**config.mk**
```make
export PLATFORM = sky130hd
export DESIGN_NAME = scan_interleave
export DESIGN_NICKNAME = d
export VERILOG_FILES = /design/src/rtl/scil_pkg.sv /design/src/rtl/scil_sel_counter.sv /design/src/rtl/scil_lane.sv /design/src/rtl/scan_interleave.sv
export SDC_FILE = /design/constraint.sdc
export NUM_CORES = 1
export LEC_CHECK = 0
export ABC_CLOCK_PERIOD_IN_PS = 1200
export BUFFER_PORTS_ARGS = -buffer_cell sky130_fd_sc_hd__clkbuf_2
export CELL_PAD_IN_SITES_DETAIL_PLACEMENT = 0
export CELL_PAD_IN_SITES_GLOBAL_PLACEMENT = 2
export CORE_ASPECT_RATIO = 1.4
export CORE_MARGIN = 1
export CORE_UTILIZATION = 25
export CTS_BUF_LIST = sky130_fd_sc_hd__clkbuf_4 sky130_fd_sc_hd__clkbuf_8
export CTS_CLUSTER_DIAMETER = 100
export CTS_CLUSTER_SIZE = 20
export DETAILED_ROUTE_END_ITERATION = 6
export PLACE_DENSITY_LB_ADDON = 0.1
export SYNTH_ARGS = -nofsm -noshare
export SYNTH_HDL_FRONTEND = slang
export SYNTH_HIERARCHICAL = 1
export SYNTH_SLANG_ARGS = --single-unit
```
**constraint.sdc**
```tcl
create_clock -name clk -period 1.2 [get_ports clk]
set_input_delay 0.06 -clock clk [delete_from_list [all_inputs] [get_ports clk]]
set_output_delay 0.06 -clock clk [all_outputs]
set_load 0.02 [all_outputs]
```
**src/rtl/scil_pkg.sv**
```systemverilog
package scil_pkg;

  // Width of an index that can address m positions, never below one bit.
  function automatic int idx_width(input int m);
    int w;
    w = 1;
    while ((1 << w) < m) w++;
    return w;
  endfunction

  // Source position feeding input j of the lane that drives chain lane.
  function automatic int src_of(input int lane, input int j, input int m);
    return (lane + j) % m;
  endfunction

endpackage

```
**src/rtl/scil_sel_counter.sv**
```systemverilog
module scil_sel_counter
  import scil_pkg::*;
#(
  parameter int M  = 8,
  parameter int CW = idx_width(M)
) (
  input  logic         clk,
  input  logic         rst_n,
  input  logic         shift_en,
  input  logic         pat_start,
  output logic [CW-1:0] sel_idx,
  output logic [M-1:0]  sel_oh
);

  localparam logic [CW-1:0] LAST  = CW'(M - 1);
  localparam logic [CW-1:0] AFTER = CW'(1 % M);

  logic [CW-1:0] cnt_q;
  logic [CW-1:0] cnt_d;

  // Index in use this cycle: a pattern start forces position 0.
  always_comb begin
    sel_idx = pat_start ? '0 : cnt_q;
  end

  always_comb begin
    if (pat_start) begin
      cnt_d = shift_en ? AFTER : '0;
    end else if (shift_en) begin
      cnt_d = (cnt_q == LAST) ? '0 : cnt_q + 1'b1;
    end else begin
      cnt_d = cnt_q;
    end
  end

  always_ff @(posedge clk or negedge rst_n) begin
    if (!rst_n) cnt_q <= '0;
    else        cnt_q <= cnt_d;
  end

  // Fully decoded select for the lane multiplexers.
  always_comb begin
    for (int j = 0; j < M; j++) begin
      sel_oh[j] = (sel_idx == CW'(j));
    end
  end

  // one step forward per plain shift cycle
  a_r3_advance: assert property (@(posedge clk) disable iff (!rst_n)
    (shift_en && !pat_start && cnt_q != LAST) |=> (cnt_q == $past(cnt_q) + 1'b1));

  // wrap after the last index
  a_r4_wrap: assert property (@(posedge clk) disable iff (!rst_n)
    (shift_en && !pat_start && cnt_q == LAST) |=> (cnt_q == '0));

  // hold during capture
  a_r5_hold: assert property (@(posedge clk) disable iff (!rst_n)
    (!shift_en && !pat_start) |=> $stable(cnt_q));

  // start strobe in a shift cycle leaves index one behind it
  a_r6_start_shift: assert property (@(posedge clk) disable iff (!rst_n)
    (pat_start && shift_en) |=> (cnt_q == AFTER));

  // start strobe without shift parks the index at 0
  a_r7_start_idle: assert property (@(posedge clk) disable iff (!rst_n)
    (pat_start && !shift_en) |=> (cnt_q == '0));

  // exactly one lane input selected and the index in range
  a_r2_one_select: assert property (@(posedge clk) disable iff (!rst_n)
    ($countones(sel_oh) == 1) && (cnt_q <= LAST));

endmodule

```
**src/rtl/scil_lane.sv**
```systemverilog
module scil_lane
  import scil_pkg::*;
#(
  parameter int M    = 8,
  parameter int LANE = 0
) (
  input  logic [M-1:0] src_bits,
  input  logic [M-1:0] sel_oh,
  output logic         chain_bit
);

  logic [M-1:0] wired;

  // Rotated wiring: input j of this lane comes from source (LANE + j) mod M.
  for (genvar j = 0; j < M; j++) begin : g_in
    assign wired[j] = src_bits[src_of(LANE, j, M)];
  end

  // AND-OR multiplexer over the one-hot select.
  assign chain_bit = |(wired & sel_oh);

endmodule

```
**src/rtl/scan_interleave.sv**
```systemverilog
module scan_interleave
  import scil_pkg::*;
#(
  parameter int M = 8
) (
  input  logic         clk,
  input  logic         rst_n,
  input  logic         shift_en,
  input  logic         pat_start,
  input  logic [M-1:0] src_bits,
  output logic [M-1:0] chain_bits
);

  localparam int CW = idx_width(M);

  logic [CW-1:0] sel_idx;
  logic [M-1:0]  sel_oh;

  scil_sel_counter #(.M(M), .CW(CW)) u_cnt (
    .clk       (clk),
    .rst_n     (rst_n),
    .shift_en  (shift_en),
    .pat_start (pat_start),
    .sel_idx   (sel_idx),
    .sel_oh    (sel_oh)
  );

  for (genvar i = 0; i < M; i++) begin : g_lane
    scil_lane #(.M(M), .LANE(i)) u_lane (
      .src_bits  (src_bits),
      .sel_oh    (sel_oh),
      .chain_bit (chain_bits[i])
    );
  end

  // the stage only permutes bits, never creates or drops them
  a_r8_permute: assert property (@(posedge clk) disable iff (!rst_n)
    $countones(chain_bits) == $countones(src_bits));

  // during a start strobe the slice passes unrotated
  a_r6_start_passes: assert property (@(posedge clk) disable iff (!rst_n)
    pat_start |-> (chain_bits == src_bits));

endmodule

```
Yosys cells after proc, flatten, opt, wreduce, memory -nomap -nowiden
Index checks and enable logic that the tools add are counted.
- add/sub/neg operators: 1
- multiply operators: 0
- divide/modulo/power cells: 0
- $lt $le $gt $ge: 0
- equal/unequal tests: 8
- shift-type cells: 0
- muxes and demuxes: 5
- bitwise operators: 8
- reduce and logical (&&, ||, !) cells: 10
- operators by type and width (kind ; number):
    bitwise AND 8 bit ; 8
    OR reduction 8 bit ; 8
    equality test 3 bit, second input constant ; 5
    2-to-1 mux 3 bit ; 4
    equality test 3 x 2 -> 1 bit, second input constant ; 2
    adder 3 x 1 -> 3 bit, second input constant ; 1
    equality test 3 x 1 -> 1 bit, second input constant ; 1
    zero test 3 bit ; 1
    nonzero test 2 bit ; 1
    2-to-1 mux 1 bit ; 1
- register bits after elaboration: 3
- bits in latches: 0
- bits in writable memories: 0
- memory bits (read-only): 0
- input bits: 12
- output and inout port bits: 8
- logic and storage cells: 33
- memories kept: 0

Logic depth before layout (Yosys ltp)
Gate-level depths: netlist of the first run.
- depth after elaboration: 4
- depth in mapped cells: 5
- depth with buffers taken out: 4

Cells and area by module
The synthesis of the first run kept the hierarchy.
- by module, submodules not included (module ; instances ; cells an instance ; area each (um^2) ; seq. area each (um^2)):
    scil_lane ; 8 ; 5 ; 36.3 ; 0.0
    scil_sel_counter ; 1 ; 29 ; 257.7 ; 75.1

Worst setup path before layout of the first run
OpenSTA, ideal clock, no wires.
- path type: reg-to-output
- start point: register u_cnt.cnt_q[0]
- end point: output port chain_bits[0]
- arrival: 1.431 ns
- required time: 1.140 ns
- path slack: -0.291 ns
- stages on the path, launching flop included: 5
- path buffers: 0
- cells stage by stage: dfrtp_1 -> nand2b_1 -> nor3_1 -> a22oi_1 -> nand4_1
- cells in the longest elaborated chain, start to end: 4
- elaborated cells on any way between the ends: 11
- those cells by class: eq/ne (7); mux (1); bitwise (1); reduce/logical (2)
- ends and longest elaborated chain (item ; line ; text):
    start: declaration ; scil_sel_counter.sv:18 ; logic [CW-1:0] cnt_q;
    start signal: assignment ; scil_sel_counter.sv:38 ; else cnt_q <= cnt_d;
    2-to-1 mux 3 bit ; scil_sel_counter.sv:23 ; sel_idx = pat_start ? '0 : cnt_q;
    equality test 3 x 2 -> 1 bit ; scil_sel_counter.sv:44 ; sel_oh[j] = (sel_idx == CW'(j));
    via sel_oh[2] ; scan_interleave.sv:17 ; logic [M-1:0] sel_oh;
    bitwise AND 8 bit ; scil_lane.sv:20 ; assign chain_bit = |(wired & sel_oh);
    OR reduction 8 bit ; scil_lane.sv:20 ;
    end: declaration ; scan_interleave.sv:11 ; output logic [M-1:0] chain_bits
The timed path passes the listed nets, and every way through them passes these cells.

Worst setup path in the final report of the first run
- start point: register u_cnt.cnt_q[0]
- end point: output port chain_bits[3]
Same word-level chain as after synthesis.

==> results of run 1 <==
==> cell type report <==
class                   count  area (µm²)  share of cell area, %
repair buffers             38         319                   31.1
clock buffers               4        30.0                   2.93
multi-input cells          63         572                   55.7
well taps                  21        26.3                   2.56
flip-flops and latches      3        78.8                   7.68
==> worst paths after layout <==
check	startpoint	slack (ns)	to
setup reg to reg	u_cnt/cnt_q[0]$_DFFE_PN0P_	-0.07	u_cnt/cnt_q[2]$_DFFE_PN0P_
max in group asynchronous	rst_n	0.93	u_cnt/cnt_q[1]$_DFFE_PN0P_
setup / recovery	u_cnt/cnt_q[0]$_DFFE_PN0P_	-0.42	chain_bits[3]
min in group asynchronous	rst_n	0.15	u_cnt/cnt_q[0]$_DFFE_PN0P_
hold reg to reg	u_cnt/cnt_q[1]$_DFFE_PN0P_	0.76	u_cnt/cnt_q[1]$_DFFE_PN0P_
hold / removal	shift_en	0.13	u_cnt/cnt_q[1]$_DFFE_PN0P_
==> layout by cell type, fill, tap and decap left out, drive strengths merged <==
cell	instances
a22oi	32
clkbuf	22
buf	19
nand4	8
nor3	5
nand2b	4
nor2	4
dfrtp	3
ha	2
dlygate4sd3	1
nor2b	1
nand2	1
or2	1
o21bai	1
mux2	1
nand3b	1
a21oi	1
mux2i	1
==> per-layer routing <==
layer  track usage (%)  vias to the layer above  part of all wire [%]  wire, µm
li1                  -                      375                     -         -
met1              24.7                      416                    36       844
met2              38.2                       23                    58      1350
met3              2.37                        4                   3.6        84
met4              9.68                        0                   1.7        40
met5                 0                        -                     0         0
==> metrics by stage <==
| step | cell area, µm² | std cells | hold WS [ns] | worst slack (ns) |
|---|---|---|---|---|
| global placement | 801 | 122 | -0.138 | -0.284 |
| global route | 1030 | 129 | 0.166 | -0.477 |
| finish | 1030 | 129 | 0.130 | -0.418 |
| floorplan | 571 | 67 | -0.236 | -0.0861 |
| CTS | 982 | 130 | 0.140 | -0.409 |
| detailed placement | 801 | 122 | -0.138 | -0.270 |
==> worst max-delay path, delay by kind of cell, from the launching register on <==
kind            cells  cell delay (ns)
simple gates        3             0.56
flops               1             0.44
compound gates      1             0.16
buf+inv             1             0.16
==> repair_timing <==
action | CTS | global route
pin swaps | 17 | 9
hold buffers | 1 | 0
buffers inserted | 4 | 1
cloned | 0 | 0
gates resized for setup | 26 | 15
endpoints found under the hold margin | 3 | 0
setup endpoints to repair | 11 | 11
==> power groups by stage <==
stage	Combinational [mW]	Sequential (mW)	Clock (mW)
2_1_floorplan	0.184	0.128	0
3_3_place_gp	0.341	0.127	0
3_5_place_dp	0.339	0.128	0
4_1_cts	0.437	0.128	0.216
5_1_grt	0.490	0.136	0.219
6_report	0.458	0.134	0.207
==> impl_metrics.env, run 1 <==
export IMPL_run_status="complete, but fails checks"
export IMPL_failed_checks="setup timing"
export IMPL_grt_ovfl_total=0
export IMPL_grt_start_max_net_pins=9
export IMPL_viasPerCell=6.34
export IMPL_routed_via_count=818
export IMPL_largest_register_ffs=3
export IMPL_ir_worst_vdd_mv=0.577
export IMPL_cell_internal_pwr_mw=0.493
export IMPL_critical_path_slowest_cell="sky130_fd_sc_hd__dfrtp_2"
export IMPL_gate_count_post_synth=67
export IMPL_net_switching_power_mw=0.306
export IMPL_dp_hpwl_um=1550
export IMPL_cap_viol_max_count=0
export IMPL_synthesis_area_per_instance_um2=8.03
export IMPL_wirelength_um=2320
export IMPL_cts_root_to_sink_buffers=2
export IMPL_worstSetupEndpointType="output port"
export IMPL_critPathLaunchType="flop"
export IMPL_synth_area_um2=538
export IMPL_fin_nets=123
export IMPL_power_share_switching_pct=38.3
export IMPL_placement_io_buffers=19
export IMPL_power_share_clock_pct=25.9
export IMPL_cp_slowest_stage_delay_ns=0.44
export IMPL_grt_pass1_wl_um=3530
export IMPL_wl_per_cell_um=17.9
export IMPL_final_critical_path_setup_slack_ns=-0.418
export IMPL_start_util_pct=26.9
export IMPL_achievable_frequency_ghz=0.618
export IMPL_cts_made_buffers=3
export IMPL_ports=20
export IMPL_drive_above_1_share_pct=62.0
export IMPL_mappedNetlistNets=81
export IMPL_relative_area_change_from_synthesis_to_final_layout_pct=90.7
export IMPL_largest_register="u_cnt/cnt_q"
export IMPL_ff2ff_path_depth=5
export IMPL_worst_hold_path_type="in -> reg"
export IMPL_core_area_um2=2000
export IMPL_static_leak_nw=0.399
export IMPL_utilization_pct=51.4
export IMPL_iteration_count_of_the_initial_detailed_routing_pass=4
export IMPL_layout_worst_path_cycle_share_pct=135
export IMPL_worst_ep_required_time_ns=1.14
export IMPL_cts_root_buf="sky130_fd_sc_hd__clkbuf_4"
export IMPL_power_sequential_fraction_pct=16.8
export IMPL_rsz0062_at_grt="yes"
export IMPL_worst_slew_margin_rel_pct=76.3
export IMPL_ant_nets=0
export IMPL_clk_latency_ns=0.24
export IMPL_finalPower_mw=0.800
export IMPL_gpl_final_weighted_congestion=0.726
export IMPL_hold_path_depth=3
export IMPL_tritoncts="yes"
export IMPL_power_per_cell_area_nw_per_um2=779
export IMPL_fp_dieArea_um2=2340
export IMPL_setup_violations=11
export IMPL_crit_type="reg -> out"
export IMPL_fill_cells=210
export IMPL_setup_total_negative_slack_ns=-3.31
export IMPL_timing_critical_path_arrival_ns=1.56
export IMPL_route_detailed_drc=0
export IMPL_period_needed_ns=1.62
export IMPL_reg_largest_list="u_cnt/cnt_q: 3 flops"
export IMPL_antenna_fix_cells=0
export IMPL_drt_first_iter_violations=14
export IMPL_worst_slew_pin_slew_ns=0.355
export IMPL_clkTransAtPathRegs_ns=0.04
export IMPL_yosys_warnings=6
export IMPL_antenna_found_initial=0
export IMPL_power_combinational_fraction_pct=57.3
export IMPL_die_width_um=41.2
export IMPL_timing_final_max_slew_violations=0
export IMPL_clock_tree_htree_level_count=1
export IMPL_first_global_vias=781
export IMPL_rows=19
export IMPL_hold_viol_final=0
export IMPL_global_route_usage_over_all_layers_pct=22.0
export IMPL_fin_skew_ns=0.00168
export IMPL_crit_chain="nand2_2 -> nor3_4 -> a22oi_1 -> nand4_1 -> clkbuf_8"
export IMPL_clock_sinks=3
export IMPL_floorplan_die_height_um=56.9
export IMPL_worst_path_max_fanout=8
Power figures use the tool's default switching activity.
==> run 2, diff against run 1 <==
- ABC_CLOCK_PERIOD_IN_PS: 1200 -> 1400
- clock period: 1.2 -> 1.4 ns (I/O delays scaled with it)
==> run 2 against run 1 <==
Against the previous run: the run still ends with setup timing left; critical path depth is 2 higher; critical path type unchanged; wire length is 10% lower; via count is 4.9% lower; worst setup slack better by 0.17 ns; total power is 19% lower; flip-flop and latch count stayed put; critical endpoint is now chain_bits[0]; sequential power is 18% lower; highest routed layer unchanged.
==> impl_metrics.env, run 2 (synthesis gave the netlist of run 1 again) <==
export IMPL_achievable_frequency_ghz=0.606
export IMPL_most_common_cell_after_layout_fill_and_taps_aside="sky130_fd_sc_hd__a22oi_1"
export IMPL_route_detailed_drc=0
export IMPL_fp_dieArea_um2=2340
export IMPL_worst_hold_path_type="in -> async"
export IMPL_layout_cells_most_common_list="30 x sky130_fd_sc_hd__a22oi_1, 11 x sky130_fd_sc_hd__clkbuf_2, 9 x sky130_fd_sc_hd__buf_4"
export IMPL_worst_ep_required_time_ns=1.33
export IMPL_placement_io_buffers=19
export IMPL_grt_start_max_net_pins=9
export IMPL_wirelength_um=2080
export IMPL_power_per_cell_area_nw_per_um2=697
export IMPL_die_width_um=41.2
export IMPL_cts_root_to_sink_buffers=2
export IMPL_timing_final_max_slew_violations=0
export IMPL_clk_latency_ns=0.23
export IMPL_setup_total_negative_slack_ns=-1.90
export IMPL_worst_path_max_fanout=8
export IMPL_start_util_pct=26.9
export IMPL_clock_tree_htree_level_count=1
export IMPL_post_layout_nonfiller_instances=122
export IMPL_fin_nets=116
export IMPL_grtUsageMet3_pct=0.395
export IMPL_groute_layer_met1_usage_pct=23.1
export IMPL_gpl_final_weighted_congestion=0.699
export IMPL_critPathLaunchType="flop"
export IMPL_ports=20
export IMPL_largest_register="u_cnt/cnt_q"
export IMPL_cts_root_buf="sky130_fd_sc_hd__clkbuf_4"
export IMPL_failed_checks="setup timing"
export IMPL_iteration_count_of_the_initial_detailed_routing_pass=5
export IMPL_fin_skew_ns=0.00163
export IMPL_grt_pass1_wl_um=3230
export IMPL_grt_met2_usage_pct=33.7
export IMPL_largest_register_ffs=3
export IMPL_clkTransAtPathRegs_ns=0.04
export IMPL_viasPerCell=6.38
export IMPL_core_area_um2=2000
export IMPL_worst_slew_pin_slew_ns=0.389
export IMPL_clock_sinks=3
export IMPL_hold_viol_final=0
export IMPL_post_place_cells=115
export IMPL_fill_cells=213
export IMPL_worst_slew_margin_rel_pct=74.0
export IMPL_drive_above_1_share_pct=53.5
export IMPL_most_used_routing_layer_in_global_routing="met2"
export IMPL_layout_worst_path_cycle_share_pct=118
export IMPL_grt_ovfl_total=0
export IMPL_run_status="complete, but fails checks"
export IMPL_relative_area_change_from_synthesis_to_final_layout_pct=73.3
export IMPL_global_route_usage_over_all_layers_pct=19.4
export IMPL_wl_per_cell_um=17.1
export IMPL_reg_largest_list="u_cnt/cnt_q: 3 flops"
export IMPL_antenna_found_initial=0
export IMPL_crit_type="reg -> out"
export IMPL_tritoncts="yes"
export IMPL_setup_violations=8
export IMPL_floorplan_die_height_um=56.9
export IMPL_ant_nets=0
export IMPL_routed_via_count=778
export IMPL_first_global_vias=672
export IMPL_dp_hpwl_um=1450
export IMPL_drt_first_iter_violations=35
export IMPL_static_leak_nw=0.360
export IMPL_antenna_fix_cells=0
export IMPL_pre_cts_worst_setup_slack_ns=-0.161
export IMPL_final_critical_path_setup_slack_ns=-0.250
export IMPL_timing_critical_path_arrival_ns=1.58
export IMPL_period_needed_ns=1.65
export IMPL_cts_made_buffers=3
export IMPL_ir_worst_vdd_mv=0.626
export IMPL_rows=19
export IMPL_cap_viol_max_count=0
export IMPL_worstSetupEndpointType="output port"
export IMPL_rsz0062_at_grt="yes"
[run 2: routing by layer]
metal / share of wire, % / wire length [µm] / up-vias
li1: - / - / 361
met1: 35 / 731 / 362
met2: 56 / 1160 / 51
met3: 7.5 / 157 / 4
met4: 1.8 / 38 / 0
met5: 0 / 0 / -
[run 2: stage by stage]
step	total power [mW]	util, %	area, µm²	hold slack, ns
final	0.650	46.7	932	0.165
after global routing	0.689	46.7	932	0.182
after CTS	0.653	46.1	920	0.147
after detailed placement	0.389	36.8	736	-0.133
after global placement	0.391	36.8	736	-0.134
after floorplan	0.264	-	558	-0.226
[run 2: final cells by class]
class | instances | area (µm²) | share of cell area, %
multi-input cells | 63 | 532 | 57.0
repair buffers | 31 | 265 | 28.5
flip-flops and latches | 3 | 78.8 | 8.46
clock buffers | 4 | 30.0 | 3.22
well taps | 21 | 26.3 | 2.82
[run 2: repair_timing]
| action | 4_1_cts | 5_1_grt |
|---|---|---|
| hold buffers | 1 | 0 |
| resized for setup | 31 | 3 |
| hold endpoints to repair | 3 | 0 |
| setup buffers | 2 | 0 |
| endpoints found under the setup margin | 8 | 11 |
| pin swaps | 2 | 4 |
[run 2: worst max-delay path, cell delays in order (launching register included)]
cell and delay (ns):
sky130_fd_sc_hd__dfrtp_2 0.43, sky130_fd_sc_hd__nand2b_4 0.15, sky130_fd_sc_hd__buf_4 0.13, sky130_fd_sc_hd__nor3_2 0.10, sky130_fd_sc_hd__buf_4 0.17, sky130_fd_sc_hd__a22oi_1 0.08
sky130_fd_sc_hd__nand4_1 0.12, sky130_fd_sc_hd__clkbuf_8 0.15
[run 2: report_power, final]
group	switching [mW]	internal, mW
logic	0.184	0.185
clock network	0.0442	0.126
registers	0.0139	0.0963
[run 2: final timing paths]
| kind | from | endpoint | slack (ns) | cells past startpoint |
|---|---|---|---|---|
| setup / recovery | u_cnt/cnt_q[1]$_DFFE_PN0P_ | chain_bits[0] | -0.25 | 7 |
| min in group clk | shift_en | u_cnt/cnt_q[2]$_DFFE_PN0P_ | 0.17 | 3 |
| max in group asynchronous | rst_n | u_cnt/cnt_q[1]$_DFFE_PN0P_ | 1.12 | 2 |
| setup reg to reg | u_cnt/cnt_q[0]$_DFFE_PN0P_ | u_cnt/cnt_q[1]$_DFFE_PN0P_ | 0.03 | 5 |
| hold / removal | rst_n | u_cnt/cnt_q[2]$_DFFE_PN0P_ | 0.16 | 2 |
| hold reg to reg | u_cnt/cnt_q[2]$_DFFE_PN0P_ | u_cnt/cnt_q[2]$_DFFE_PN0P_ | 0.74 | 3 |
==> run 3, diff against run 2 <==
- ABC_AREA: unset -> 1
- ABC_CLOCK_PERIOD_IN_PS: 1400 -> unset
- CORE_UTILIZATION: 25 -> 21
==> run 3 against run 2 <==
Against the previous run: the flow still finishes with violations (setup timing); first-iteration DRC count increased by 57%; non-clock buffer count unchanged; sequential share of layout area decreased by 1.5 points; global-route usage decreased by 0.72 points; largest power group unchanged.
==> impl_metrics.env, run 3 <==
export IMPL_drive_above_1_share_pct=25.1
export IMPL_cts_root_to_sink_buffers=2
export IMPL_finalPower_mw=0.774
export IMPL_route_detailed_drc=0
export IMPL_clk_latency_ns=0.22
export IMPL_cts_made_buffers=3
export IMPL_worst_hold_path_type="in -> reg"
export IMPL_cap_viol_max_count=0
export IMPL_grt_pass1_wl_um=4980
export IMPL_fill_cells=363
export IMPL_clkTransAtPathRegs_ns=0.03
export IMPL_tritoncts="yes"
export IMPL_timing_hold_ws_ns=0.128
export IMPL_asyncSetResetFlopFracSynth_pct=100
export IMPL_viasPerCell=4.45
export IMPL_critical_path_endpoint="chain_bits[1]"
export IMPL_antenna_found_initial=0
export IMPL_layout_worst_path_cycle_share_pct=112
export IMPL_timing_critical_path_from="u_cnt/cnt_q[0]$_DFFE_PN0P_"
export IMPL_yosys_warnings=6
export IMPL_worst_slew_margin_rel_pct=84.5
export IMPL_routed_via_count=1042
export IMPL_most_common_cell_after_layout_fill_and_taps_aside="sky130_fd_sc_hd__nand2_1"
export IMPL_reg2reg_slack_ns=0.13
export IMPL_prevailing_post_synth_register_cell="sky130_fd_sc_hd__dfrtp_1"
export IMPL_mappedNetlistNets=174
export IMPL_yosys_top_cells_area="sky130_fd_sc_hd__nand2_1 61%, sky130_fd_sc_hd__nor2_1 15%, sky130_fd_sc_hd__dfrtp_1 11%"
export IMPL_floorplan_die_height_um=70.1
export IMPL_critical_path_reg2reg_endpoint="u_cnt/cnt_q[2]$_DFFE_PN0P_"
export IMPL_worst_ep_required_time_ns=1.33
export IMPL_period_needed_ns=1.56
export IMPL_placement_io_buffers=19
export IMPL_synth_top_area_cell="sky130_fd_sc_hd__nand2_1"
export IMPL_synthesis_area_per_instance_um2=4.35
export IMPL_ff2ff_path_depth=5
export IMPL_iteration_count_of_the_initial_detailed_routing_pass=4
export IMPL_critPathLaunchType="flop"
export IMPL_worst_slew_pin_slew_ns=0.232
export IMPL_antenna_fix_cells=0
export IMPL_setup_violations=8
export IMPL_first_global_vias=1064
export IMPL_core_area_um2=3120
export IMPL_static_leak_nw=0.654
export IMPL_largest_register_ffs=3
export IMPL_start_util_pct=22.3
export IMPL_timing_final_max_slew_violations=0
export IMPL_achievable_frequency_ghz=0.640
export IMPL_ir_worst_vdd_mv=0.565
export IMPL_relative_area_change_from_synthesis_to_final_layout_pct=57.6
export IMPL_netlist_area_leader_share_pct=61.0
export IMPL_run_status="complete, but fails checks"
export IMPL_largest_register="u_cnt/cnt_q"
export IMPL_netlist_cell_type_count=10
export IMPL_cts_root_buf="sky130_fd_sc_hd__clkbuf_8"
export IMPL_synth_common_cells="113 x sky130_fd_sc_hd__nand2_1, 27 x sky130_fd_sc_hd__nor2_1, 4 x sky130_fd_sc_hd__inv_1"
export IMPL_fin_skew_ns=0.00342
export IMPL_rsz0062_at_grt="yes"
export IMPL_ys_seq_elements=3
export IMPL_dp_hpwl_um=2100
export IMPL_fin_nets=210
export IMPL_layout_cells_most_common_list="111 x sky130_fd_sc_hd__nand2_1, 23 x sky130_fd_sc_hd__nor2_1, 11 x sky130_fd_sc_hd__clkbuf_8, 11 x sky130_fd_sc_hd__clkbuf_2, 10 x sky130_fd_sc_hd__buf_4"
export IMPL_fp_dieArea_um2=3550
export IMPL_wirelength_um=2920
export IMPL_power_per_cell_area_nw_per_um2=706
export IMPL_most_common_cell_in_the_synthesized_netlist="sky130_fd_sc_hd__nand2_1"
export IMPL_grt_ovfl_total=0
export IMPL_post_place_cells=228
export IMPL_rows=24
export IMPL_post_layout_nonfiller_instances=234
export IMPL_global_route_usage_over_all_layers_pct=18.7
export IMPL_clock_tree_htree_level_count=1
export IMPL_synth_area_um2=696
export IMPL_gate_count_post_synth=160
export IMPL_grt_start_max_net_pins=9
export IMPL_critical_path_reg2reg_startpoint="u_cnt/cnt_q[1]$_DFFE_PN0P_"
export IMPL_hold_viol_final=0
export IMPL_clock_sinks=3
export IMPL_number_of_enable_flip_flop_cells_after_synthesis=0
export IMPL_wl_per_cell_um=12.5
export IMPL_worstSetupEndpointType="output port"
export IMPL_reg_largest_list="u_cnt/cnt_q: 3 flops"
export IMPL_die_width_um=50.6
export IMPL_final_critical_path_setup_slack_ns=-0.162
export IMPL_drt_first_iter_violations=55
export IMPL_gpl_final_weighted_congestion=0.771
export IMPL_timing_critical_path_arrival_ns=1.49
export IMPL_failed_checks="setup timing"
export IMPL_ports=20
export IMPL_ant_nets=0
export IMPL_worst_path_max_fanout=8
export IMPL_crit_type="reg -> out"
export IMPL_synth_yosys_seq_area_share_pct=10.8
==> run 3: cell types whose count changed in the layout (fill, tap and decap cells not counted), moves of 3 or more <==
cell,change
sky130_fd_sc_hd__nand2_1,+110
sky130_fd_sc_hd__a22oi_1,-30
sky130_fd_sc_hd__nor2_1,+22
sky130_fd_sc_hd__nand4_1,-8
sky130_fd_sc_hd__inv_2,+5
sky130_fd_sc_hd__nor2_4,+4
sky130_fd_sc_hd__clkbuf_4,-3
sky130_fd_sc_hd__clkbuf_8,+3
sky130_fd_sc_hd__nand2b_4,-3
sky130_fd_sc_hd__nand3_1,+3
sky130_fd_sc_hd__nor3_4,-3
==> run 3: area by class of cell <==
cell class	count	area (µm²)	area share [%]
Multi-Input combinational cell	150	634	57.9
Timing Repair Buffer	31	262	23.9
Sequential cell	3	76.3	6.96
Clock buffer	4	48.8	4.45
Tap cell	39	48.8	4.45
Inverter	7	26.3	2.40
==> run 3: per-stage QoR <==
step	worst slack (ns)	utilization (%)	cell area, µm²	TNS, ns
global placement	0.0446	29.3	915	0
floorplan	0.106	-	696	0
finish	-0.162	35.1	1100	-1.06
global route	-0.270	35.1	1100	-1.96
CTS	-0.150	33.7	1050	-1.16
detailed placement	0.0328	29.3	915	0
==> run 3: routing by layer <==
| metal | up-vias | global-route usage (%) | share of wire [%] |
|---|---|---|---|
| met4 | 0 | 6.79 | 0.79 |
| met1 | 469 | 21.3 | 44 |
| li1 | 553 | - | - |
| met2 | 18 | 34.4 | 53 |
| met5 | - | 0 | 0 |
| met3 | 2 | 1.96 | 1.7 |
==> run 3: worst min path at each step <==
stage                                             to      from  cells after the start  slack [ns]
final                     u_cnt/cnt_q[0]$_DFFE_PN0P_  shift_en                      3        0.13
after CTS                 u_cnt/cnt_q[0]$_DFFE_PN0P_  shift_en                      3        0.13
after global routing      u_cnt/cnt_q[0]$_DFFE_PN0P_  shift_en                      3        0.15
after global placement    u_cnt/cnt_q[2]$_DFFE_PN0P_     rst_n                      1       -0.12
after detailed placement  u_cnt/cnt_q[2]$_DFFE_PN0P_     rst_n                      1       -0.12
after floorplan           u_cnt/cnt_q[0]$_DFFE_PN0P_     rst_n                      0       -0.23
==> run 3: worst max-delay path: stages, from the launching register on <==
cell and delay (ns):
sky130_fd_sc_hd__dfrtp_1 0.39, sky130_fd_sc_hd__inv_2 0.10, sky130_fd_sc_hd__nor2_4 0.04, sky130_fd_sc_hd__nand2_1 0.07, sky130_fd_sc_hd__nor2_1 0.04, sky130_fd_sc_hd__buf_4 0.15
sky130_fd_sc_hd__nand2_1 0.06, sky130_fd_sc_hd__nand2_1 0.06, sky130_fd_sc_hd__nor2_1 0.13, sky130_fd_sc_hd__nand2_1 0.08, sky130_fd_sc_hd__clkbuf_8 0.15
==> run 3: logic make-up (layout without fill, tap and decap cells) <==
group / Yosys count / after routing / synth area share (%)
AOI/OAI and AO/OA: 2 / 2 / 1.44
buffers and inverters: 7 / 42 / 3.78
DFF: 3 / 3 / 10.8
adders and majority gates: 2 / 2 / 3.60
and+or+nand+nor: 146 / 146 / 80.4
==> run 3: what timing repair did <==
| item | CTS | global route |
|---|---|---|
| resized for setup | 17 | 14 |
| pin swaps | 0 | 11 |
| hold buffers | 1 | 0 |
| setup buffers | 1 | 1 |
| endpoints found under the setup margin | 8 | 8 |
| hold endpoints to repair | 3 | 0 |
==> run 3: report_power, final <==
group          leakage [nW]  internal [mW]  total, mW  switching (mW)
registers            0.0370         0.0954      0.103         0.00778
clock network        0.0262          0.214      0.273          0.0590
logic                 0.591          0.174      0.398           0.224
total                 0.654          0.483      0.774           0.291
